$ cat src/rtl/lsu_lane_pkg.sv
package lsu_lane_pkg;
   typedef enum logic [1:0] {
      SZ_BYTE = 2'd0,
      SZ_HALF = 2'd1,
      SZ_WORD = 2'd2,
      SZ_RSVD = 2'd3
   } acc_size_e;

   localparam int unsigned LANE_BITS = 8;
endpackage

$ cat src/rtl/lsu_addr_gen.sv
module lsu_addr_gen #(
   parameter int unsigned ADDR_W = 32,
   parameter int unsigned OFFS_W = 12
) (
   input  logic [ADDR_W-1:0] base,
   input  logic [OFFS_W-1:0] offset,
   output logic [ADDR_W-1:0] ea
);
   localparam int unsigned EXT_W = ADDR_W - OFFS_W;

   logic [ADDR_W-1:0] offs_ext;

   generate
      if (EXT_W == 0) begin : g_noext
         assign offs_ext = offset;
      end else begin : g_ext
         assign offs_ext = {{EXT_W{offset[OFFS_W-1]}}, offset};
      end
   endgenerate

   assign ea = base + offs_ext;
endmodule

$ cat src/rtl/lsu_access_decode.sv
module lsu_access_decode
   import lsu_lane_pkg::*;
(
   input  logic       req_load,
   input  logic       req_store,
   input  logic [2:0] funct3,
   input  logic [1:0] ea_lo,
   output acc_size_e  size,
   output logic       is_unsigned,
   output logic       illegal,
   output logic       misaligned,
   output logic       go
);
   logic any_req;
   logic both_req;
   logic load_code_ok;
   logic store_code_ok;
   logic align_bad;

   assign size        = acc_size_e'(funct3[1:0]);
   assign is_unsigned = funct3[2];
   assign any_req     = req_load | req_store;
   assign both_req    = req_load & req_store;

   always_comb begin
      unique case (funct3)
         3'd0, 3'd1, 3'd2, 3'd4, 3'd5: load_code_ok = 1'b1;
         default:                      load_code_ok = 1'b0;
      endcase
      store_code_ok = (funct3[2] == 1'b0) && (funct3[1:0] != 2'd3);
   end

   always_comb begin
      unique case (size)
         SZ_HALF: align_bad = ea_lo[0];
         SZ_WORD: align_bad = (ea_lo != 2'd0);
         default: align_bad = 1'b0;
      endcase
   end

   assign illegal    = both_req
                     | (req_load  & ~req_store & ~load_code_ok)
                     | (req_store & ~req_load  & ~store_code_ok);
   assign misaligned = any_req & ~illegal & align_bad;
   assign go         = any_req & ~illegal & ~align_bad;
endmodule

$ cat src/rtl/lsu_store_steer.sv
module lsu_store_steer
   import lsu_lane_pkg::*;
#(
   parameter int unsigned DATA_W = 32
) (
   input  acc_size_e                 size,
   input  logic [1:0]                lane_off,
   input  logic [DATA_W-1:0]         src,
   output logic [DATA_W/LANE_BITS-1:0] be,
   output logic [DATA_W-1:0]         wdata
);
   localparam int unsigned LANES = DATA_W / LANE_BITS;

   generate
      for (genvar k = 0; k < LANES; k++) begin : g_lane
         localparam logic [1:0] LANE_ID = 2'(k);
         always_comb begin
            unique case (size)
               SZ_BYTE: begin
                  wdata[k*LANE_BITS +: LANE_BITS] = src[LANE_BITS-1:0];
                  be[k] = (lane_off == LANE_ID);
               end
               SZ_HALF: begin
                  wdata[k*LANE_BITS +: LANE_BITS] = src[(k%2)*LANE_BITS +: LANE_BITS];
                  be[k] = (lane_off[1] == LANE_ID[1]);
               end
               default: begin
                  wdata[k*LANE_BITS +: LANE_BITS] = src[k*LANE_BITS +: LANE_BITS];
                  be[k] = 1'b1;
               end
            endcase
         end
      end
   endgenerate
endmodule

$ cat src/rtl/lsu_load_align.sv
module lsu_load_align
   import lsu_lane_pkg::*;
#(
   parameter int unsigned DATA_W = 32
) (
   input  acc_size_e         size,
   input  logic              is_unsigned,
   input  logic [1:0]        lane_off,
   input  logic [DATA_W-1:0] rdata,
   output logic [DATA_W-1:0] result
);
   localparam int unsigned LANES  = DATA_W / LANE_BITS;
   localparam int unsigned HALF_W = 2 * LANE_BITS;
   localparam int unsigned HALVES = DATA_W / HALF_W;

   logic [LANE_BITS-1:0] lane_v [LANES];
   logic [HALF_W-1:0]    half_v [HALVES];
   logic [LANE_BITS-1:0] sel_b;
   logic [HALF_W-1:0]    sel_h;

   generate
      for (genvar k = 0; k < LANES; k++) begin : g_byte
         assign lane_v[k] = rdata[k*LANE_BITS +: LANE_BITS];
      end
      for (genvar h = 0; h < HALVES; h++) begin : g_half
         assign half_v[h] = rdata[h*HALF_W +: HALF_W];
      end
   endgenerate

   assign sel_b = lane_v[lane_off];
   assign sel_h = half_v[lane_off[1]];

   always_comb begin
      unique case (size)
         SZ_BYTE: result = {{(DATA_W-LANE_BITS){~is_unsigned & sel_b[LANE_BITS-1]}}, sel_b};
         SZ_HALF: result = {{(DATA_W-HALF_W){~is_unsigned & sel_h[HALF_W-1]}}, sel_h};
         default: result = rdata;
      endcase
   end
endmodule

$ cat src/rtl/lsu_lane_unit.sv
module lsu_lane_unit
   import lsu_lane_pkg::*;
#(
   parameter int unsigned ADDR_W = 32,
   parameter int unsigned OFFS_W = 12,
   parameter int unsigned DATA_W = 32
) (
   input  logic                          clk,
   input  logic                          rst_n,
   input  logic                          req_load,
   input  logic                          req_store,
   input  logic [2:0]                    funct3,
   input  logic [ADDR_W-1:0]             base,
   input  logic [OFFS_W-1:0]             offset,
   input  logic [DATA_W-1:0]             store_src,
   output logic                          mem_req,
   output logic                          mem_we,
   output logic [ADDR_W-1:0]             mem_addr,
   output logic [DATA_W/LANE_BITS-1:0]   mem_be,
   output logic [DATA_W-1:0]             mem_wdata,
   input  logic [DATA_W-1:0]             mem_rdata,
   output logic                          load_valid,
   output logic [DATA_W-1:0]             load_data,
   output logic                          misaligned,
   output logic                          illegal
);
   localparam int unsigned LANES = DATA_W / LANE_BITS;

   generate
      if (DATA_W != 32 || ADDR_W < 2 || OFFS_W > ADDR_W || OFFS_W < 2) begin : g_bad_cfg
         $error("lsu_lane_unit: unsupported width configuration");
      end
   endgenerate

   logic [ADDR_W-1:0] ea;
   acc_size_e         size;
   logic              is_uns;
   logic              go;
   logic [LANES-1:0]  st_be;
   logic [DATA_W-1:0] st_data;
   logic [DATA_W-1:0] ld_ext;

   logic              vld_q;
   logic              zero_q;
   acc_size_e         size_q;
   logic              uns_q;
   logic [1:0]        off_q;

   lsu_addr_gen #(.ADDR_W(ADDR_W), .OFFS_W(OFFS_W)) u_agen (
      .base   (base),
      .offset (offset),
      .ea     (ea)
   );

   lsu_access_decode u_dec (
      .req_load    (req_load),
      .req_store   (req_store),
      .funct3      (funct3),
      .ea_lo       (ea[1:0]),
      .size        (size),
      .is_unsigned (is_uns),
      .illegal     (illegal),
      .misaligned  (misaligned),
      .go          (go)
   );

   lsu_store_steer #(.DATA_W(DATA_W)) u_st (
      .size     (size),
      .lane_off (ea[1:0]),
      .src      (store_src),
      .be       (st_be),
      .wdata    (st_data)
   );

   assign mem_req   = go;
   assign mem_we    = go & req_store;
   assign mem_addr  = {ea[ADDR_W-1:2], 2'b00};
   assign mem_be    = mem_we ? st_be : '0;
   assign mem_wdata = st_data;

   always_ff @(posedge clk) begin
      if (!rst_n) begin
         vld_q  <= 1'b0;
         zero_q <= 1'b0;
         size_q <= SZ_WORD;
         uns_q  <= 1'b0;
         off_q  <= 2'd0;
      end else begin
         vld_q  <= req_load & ~illegal;
         zero_q <= req_load & misaligned;
         if (req_load) begin
            size_q <= size;
            uns_q  <= is_uns;
            off_q  <= ea[1:0];
         end
      end
   end

   lsu_load_align #(.DATA_W(DATA_W)) u_ld (
      .size        (size_q),
      .is_unsigned (uns_q),
      .lane_off    (off_q),
      .rdata       (mem_rdata),
      .result      (ld_ext)
   );

   assign load_valid = vld_q;
   assign load_data  = (vld_q && !zero_q) ? ld_ext : '0;

   assert_no_access_misaligned_R9: assert property (@(posedge clk) disable iff (!rst_n)
      misaligned |-> (!mem_req && !mem_we));
   assert_misaligned_load_zero_R9: assert property (@(posedge clk) disable iff (!rst_n)
      (req_load && misaligned) |=> (load_valid && load_data == '0));
   assert_no_access_illegal_R10: assert property (@(posedge clk) disable iff (!rst_n)
      illegal |-> !mem_req);
   assert_illegal_no_result_R10: assert property (@(posedge clk) disable iff (!rst_n)
      (illegal && !req_store) |=> !load_valid);
   assert_result_next_cycle_R8: assert property (@(posedge clk) disable iff (!rst_n)
      (req_load && mem_req) |=> load_valid);
   assert_idle_data_zero_R8: assert property (@(posedge clk) disable iff (!rst_n)
      !load_valid |-> (load_data == '0));
   assert_byte_single_lane_R2: assert property (@(posedge clk) disable iff (!rst_n)
      (mem_we && funct3 == 3'd0) |-> ($countones(mem_be) == 1));
   assert_half_two_lanes_R3: assert property (@(posedge clk) disable iff (!rst_n)
      (mem_we && funct3 == 3'd1) |-> ($countones(mem_be) == 2));
   assert_word_all_lanes_R4: assert property (@(posedge clk) disable iff (!rst_n)
      (mem_we && funct3 == 3'd2) |-> (mem_be == 4'hF));
   assert_quiet_no_req_R12: assert property (@(posedge clk) disable iff (!rst_n)
      (!req_load && !req_store) |-> (!mem_req && !illegal && !misaligned));
endmodule

$ cat config.mk
export PLATFORM = sky130hd
export DESIGN_NAME = lsu_lane_unit
export DESIGN_NICKNAME = d
export VERILOG_FILES = /design/src/rtl/lsu_lane_pkg.sv /design/src/rtl/lsu_addr_gen.sv /design/src/rtl/lsu_access_decode.sv /design/src/rtl/lsu_store_steer.sv /design/src/rtl/lsu_load_align.sv /design/src/rtl/lsu_lane_unit.sv
export SDC_FILE = /design/constraint.sdc
export NUM_CORES = 1
export LEC_CHECK = 0
export CORE_MARGIN = 2
export CORE_UTILIZATION = 30
export DETAILED_ROUTE_END_ITERATION = 6
export HOLD_SLACK_MARGIN = 0.02
export PLACE_DENSITY = 0.69
export SKIP_CTS_REPAIR_TIMING = 1
export SLEW_MARGIN = 0
export SYNTH_ARGS = -nofsm -noshare
export SYNTH_HDL_FRONTEND = slang
export SYNTH_HIERARCHICAL = 1
export SYNTH_SLANG_ARGS = --single-unit
$ cat constraint.sdc
create_clock -name clk -period 2.6 [get_ports clk]
set_clock_uncertainty 0.2 [all_clocks]
set_input_delay 0.39 -clock clk [delete_from_list [all_inputs] [get_ports clk]]
set_output_delay 0.39 -clock clk [all_outputs]
set_load 0.02 [all_outputs]
# Word-level counts from Yosys, hierarchy flattened
# Cells that the tools add are included.
dict set report word_totals {
  in_bits 115
  word_cells 74
  regBits 7
  out_inout_bits 105
}
dict set report classes {
  bitwise 27
  mux 18
  addsub 1
  order_cmp 2
  eq_ne 11
  reduce_logical 10
}
# op n
set op_table {}
lappend op_table {{$pmux 32 s2} 1}
lappend op_table {{$mux 16} 3}
lappend op_table {{$add 32x32->32} 1}
lappend op_table {{$mux 32} 1}
lappend op_table {{$mux 8} 4}
lappend op_table {{$bmux 8 s2} 1}
lappend op_table {{$pmux 8 s2} 1}
lappend op_table {{$and 1x1->1} 13}
lappend op_table {{$pmux 1 s2} 5}
lappend op_table {{$not 1->1} 9}
lappend op_table {{$eq 2x1->1 const B} 3}
lappend op_table {{$eq 2x2->1 const B} 3}
lappend op_table {{$eq 3x3->1 const B} 2}
lappend op_table {{$logic_not 2->1} 3}
lappend op_table {{$reduce_or 5->1} 1}
lappend op_table {{$mux 4} 1}
lappend op_table {{$eq 3x1->1 const B} 1}
lappend op_table {{$eq 3x2->1 const B} 1}
lappend op_table {{$ge 3x3->1 const B} 1}
lappend op_table {{$logic_not 3->1} 1}
lappend op_table {{$not 2->3} 1}
lappend op_table {{$or 1x1->1} 3}
lappend op_table {{$ge 2x2->1 const B} 1}
lappend op_table {{$logic_and 1x1->1} 2}
lappend op_table {{other kinds (6)} 6}

# Longest topological paths before layout
dict set report logic_depth {
  ltp_word 12
  mapped_depth 9
  ltp_nobuf 9
}

# By module
# Netlist, hierarchy kept.
# module area_per_inst_um2 cells_per_inst seq_area_each_um2 n_inst
set by_module_without_submodules {}
lappend by_module_without_submodules {lsu_addr_gen 1744.2 241 0.0 1}
lappend by_module_without_submodules {lsu_load_align 709.4 93 0.0 1}
lappend by_module_without_submodules {lsu_lane_unit 573.0 65 140.1 1}
lappend by_module_without_submodules {lsu_store_steer 531.8 60 0.0 1}
lappend by_module_without_submodules {lsu_access_decode 192.7 22 0.0 1}

# Worst setup path after synthesis
# OpenSTA, ideal clock, no wires.
dict set report synth_timing {
  path_type {input-to-output}
  start {input offset[0]}
  end {output mem_addr[26]}
  setup_slack_ps -445
  t_arrival_ps 2455
  t_required_ps 2010
  n_path_buf 0
  cell_stages 9
  path_cell_list {ha_1 > fa_1 > a21o_1 > a31o_2 > nand3_1 > o221ai_1 > a311oi_1 > o21bai_1 > xor2_1}
}
dict set report synth_between {
  elab_chain_cells 1
}
# element line_no
set synth_rtl {}
lappend synth_rtl {{from (decl)} lsu_lane_unit.sv:14} ;# input logic [OFFS_W-1:0] offset,
lappend synth_rtl {{$add 32x32->32} lsu_addr_gen.sv:21} ;# assign ea = base + offs_ext;
lappend synth_rtl {{to (decl)} lsu_lane_unit.sv:18} ;# output logic [ADDR_W-1:0] mem_addr,
# Every way passes these cells.

# Worst setup path after layout
dict set report layout_timing {
  start {input offset[10]}
  end {output mem_addr[31]}
}
# Same word-level chain as after synthesis.

==> results.json <==
{
  "status": "finished, violations left",
  "violations": "negative setup slack",
  "critPathCaptureType": "output port",
  "setup_tns_ns": -5.943,
  "synth_area_leaders": "ha_1 (12%), mux2i_1 (6.4%), and2_2 (5.6%)",
  "yosys-mux-area-fraction": 0.1221,
  "synthCells": 481,
  "dieArea_sq_um": 13410,
  "arrival_ns": 2.58,
  "nNetsFinal": 957,
  "clk_latency_ns": 0.23,
  "max_freq_ghz": 0.3159,
  "synth_fa_ha_area_frac": 0.1221,
  "synth_commonest_cells": "nand2_1 (52), ha_1 (35), a21oi_1 (30)",
  "htreeDepth": 1,
  "slew_viol_final": 0,
  "yosys.area_share.xor_xnor": 0.06538,
  "topRoutingLayerUsed": "met4",
  "antenna_found_initial": 1,
  "min_period_over_period": 1.218,
  "drt_first_pass_iters": 4,
  "initial_utilization": 0.3097,
  "setup_viol": 21,
  "yosysTopAreaCell": "ha_1",
  "synth_compound_area_frac": 0.3269,
  "peakVddDrop_uv": 218.6,
  "tritoncts": "yes",
  "cts_sinks": 7,
  "crit_required_ns": 2.01,
  "synth_edf_count": 0,
  "min_from": "uns_q$_SDFFE_PN0P_",
  "worstMarginPinSlew_ns": 0.5857,
  "post_synth_num_cell_types": 73,
  "dp_hpwl_microns": 12390,
  "finalHoldViolCount": 0,
  "die_w_microns": 115.8,
  "hp-class": "reg2reg",
  "synthFlopType": "dfxtp_1",
  "dieHeight_microns": 115.8,
  "cp_max_fo": 4,
  "synth.top_cell.area_share": 0.1167,
  "drc": 0,
  "fin_crit_ns": 3.166,
  "fin_ws_ns": -0.5659,
  "async_reset_ff_frac": 0,
  "synth_top_family_by_area": "compound AO/OA/AOI/OAI gates",
  "num_vias": 4988,
  "areaGrowthSynthToFinish_pct": 115.0,
  "post-synth-top-count-cell": "nand2_1",
  "gp_congestion": 0.9162,
  "relSlewSlack": 0.6078,
  "vias_per_cell": 5.121,
  "root_buffer": "clkbuf_16",
  "core_area_sq_um": 12110,
  "cts_buffer_depth": 2,
  "synth-seq-cells": 7,
  "p_leak_nw": 4.158,
  "wl_met3_microns": 1128,
  "synth-simple-area-share": 0.2348,
  "grt.overflow.total": 0,
  "met2WireLength_microns": 8417,
  "top_level_ports": 220,
  "numPortBuffers": 217,
  "synth_warnings": 6,
  "whs_ns": 0.3298,
  "final_antenna_net_count": 0,
  "r2r-start": "off_q[1]$_SDFFE_PN0P_",
  "drt-initial-drc-count": 293,
  "grt_setup_unrepaired": "true",
  "routed_wl_microns": 16810,
  "startpoint_type": "primary input",
  "critPathLaunch": "offset[10]",
  "grt_util_all_layers": 0.2093,
  "maxCapViolations": 0,
  "drive_gt1_frac": 0.4957,
  "syn_area_sq_um": 3751,
  "wl_per_cell_microns": 17.26,
  "row_count": 40,
  "power_density_nw_per_um2": 304.3,
  "clkTransAtPathRegs_ns": 0.04,
  "wl_met1_microns": 6686,
  "numCtsBuffers": 3,
  "grt_pass1_vias": 4974,
  "grt_pass1_wl_microns": 23140,
  "critPathKind": "in2out",
  "ys_seq_area_frac": 0.03736,
  "syn_avg_cell_area_sq_um": 7.799,
  "grt_max_degree": 33
}
==> logic make-up after synthesis <==
kind of cell	count (synthesis)
xor gates and xnor gates	28
other	1
buffers and inverters	52
adders and majority gates	36
DFF	7
and+or+nand+nor	158
muxes	42
AOI/OAI and AO/OA	157
==> worst max-delay path: stages <==
cell	delay, ns
buf_6	0.09
ha_4	0.27
and3_4	0.18
o211ai_1	0.09
o21bai_4	0.20
a22oi_4	0.25
a311oi_4	0.19
o311a_1	0.39
or3_4	0.37
buf_6	0.14
==> metal layers <==
layer  up-vias  global-route usage
li1       2429                   -
met5         -                   0
met4         0             0.06032
met1      2314              0.2497
met2       205              0.3926
met3        40             0.02458
==> area by class of cell <==
class,count,area (sq um)
Multi-Input combinational cell,424,4189
Sequential cell,7,140.1
Timing Repair Buffer,359,3405
Tap cell,168,210.2
Clock buffer,4,78.83
Antenna cell,1,2.502
Inverter,11,41.29
Fill cell,973,4045
==> layout by cell type (no fill, tap or decap), types with 10 or more instances in the layout <==
| master | count |
|---|---|
| a21oi_2 | 13 |
| clkbuf_2 | 16 |
| mux2_2 | 16 |
| o21ai_2 | 25 |
| nand2_1 | 47 |
| dlymetal6s2s_1 | 60 |
| buf_4 | 143 |
| a21oi_1 | 10 |
| a21o_1 | 21 |
| and2_2 | 28 |
| nor2_1 | 14 |
| ha_4 | 27 |
| mux2i_1 | 22 |
| buf_6 | 31 |
| clkdlybuf4s50_1 | 103 |
==> power breakdown <==
group	switching [mW]	leakage (nW)	internal (mW)
combinational	0.994	4.06	1.08
sequential	0.00547	0.0576	0.114
clock	0.0553	0.0382	0.204
total	1.05	4.16	1.40
==> flip-flops by register name (all words and copies together) (netlist names) <==
name,flops
off_q,2
zero_q,1
load_valid,1
uns_q,1
size_q,2
==> worst paths after layout <==
check	slack, ns	endpoint	depth (start not counted)
worst min register to register	0.33	uns_q$_SDFFE_PN0P_	2
worst max-delay path	-0.57	mem_addr[31]	10
worst max register to register	1.45	off_q[1]$_SDFFE_PN0P_	4
worst min-delay path	0.33	uns_q$_SDFFE_PN0P_	2
==> metrics by stage <==
stage               setup slack (ns)  total power [mW]    util  area, sq um  instances
global placement              -1.372             1.914  0.5787         7009        944
CTS                           -1.489             2.209  0.5852         7088        948
floorplan                    -0.1860             1.085       -         4034        482
detailed placement            -1.480             1.936  0.5787         7009        944
finish                       -0.5659             2.455  0.6660         8066        974
global route                 -0.6442             2.592  0.6660         8066        974
Note: power is estimated with default switching activity, not from simulation.
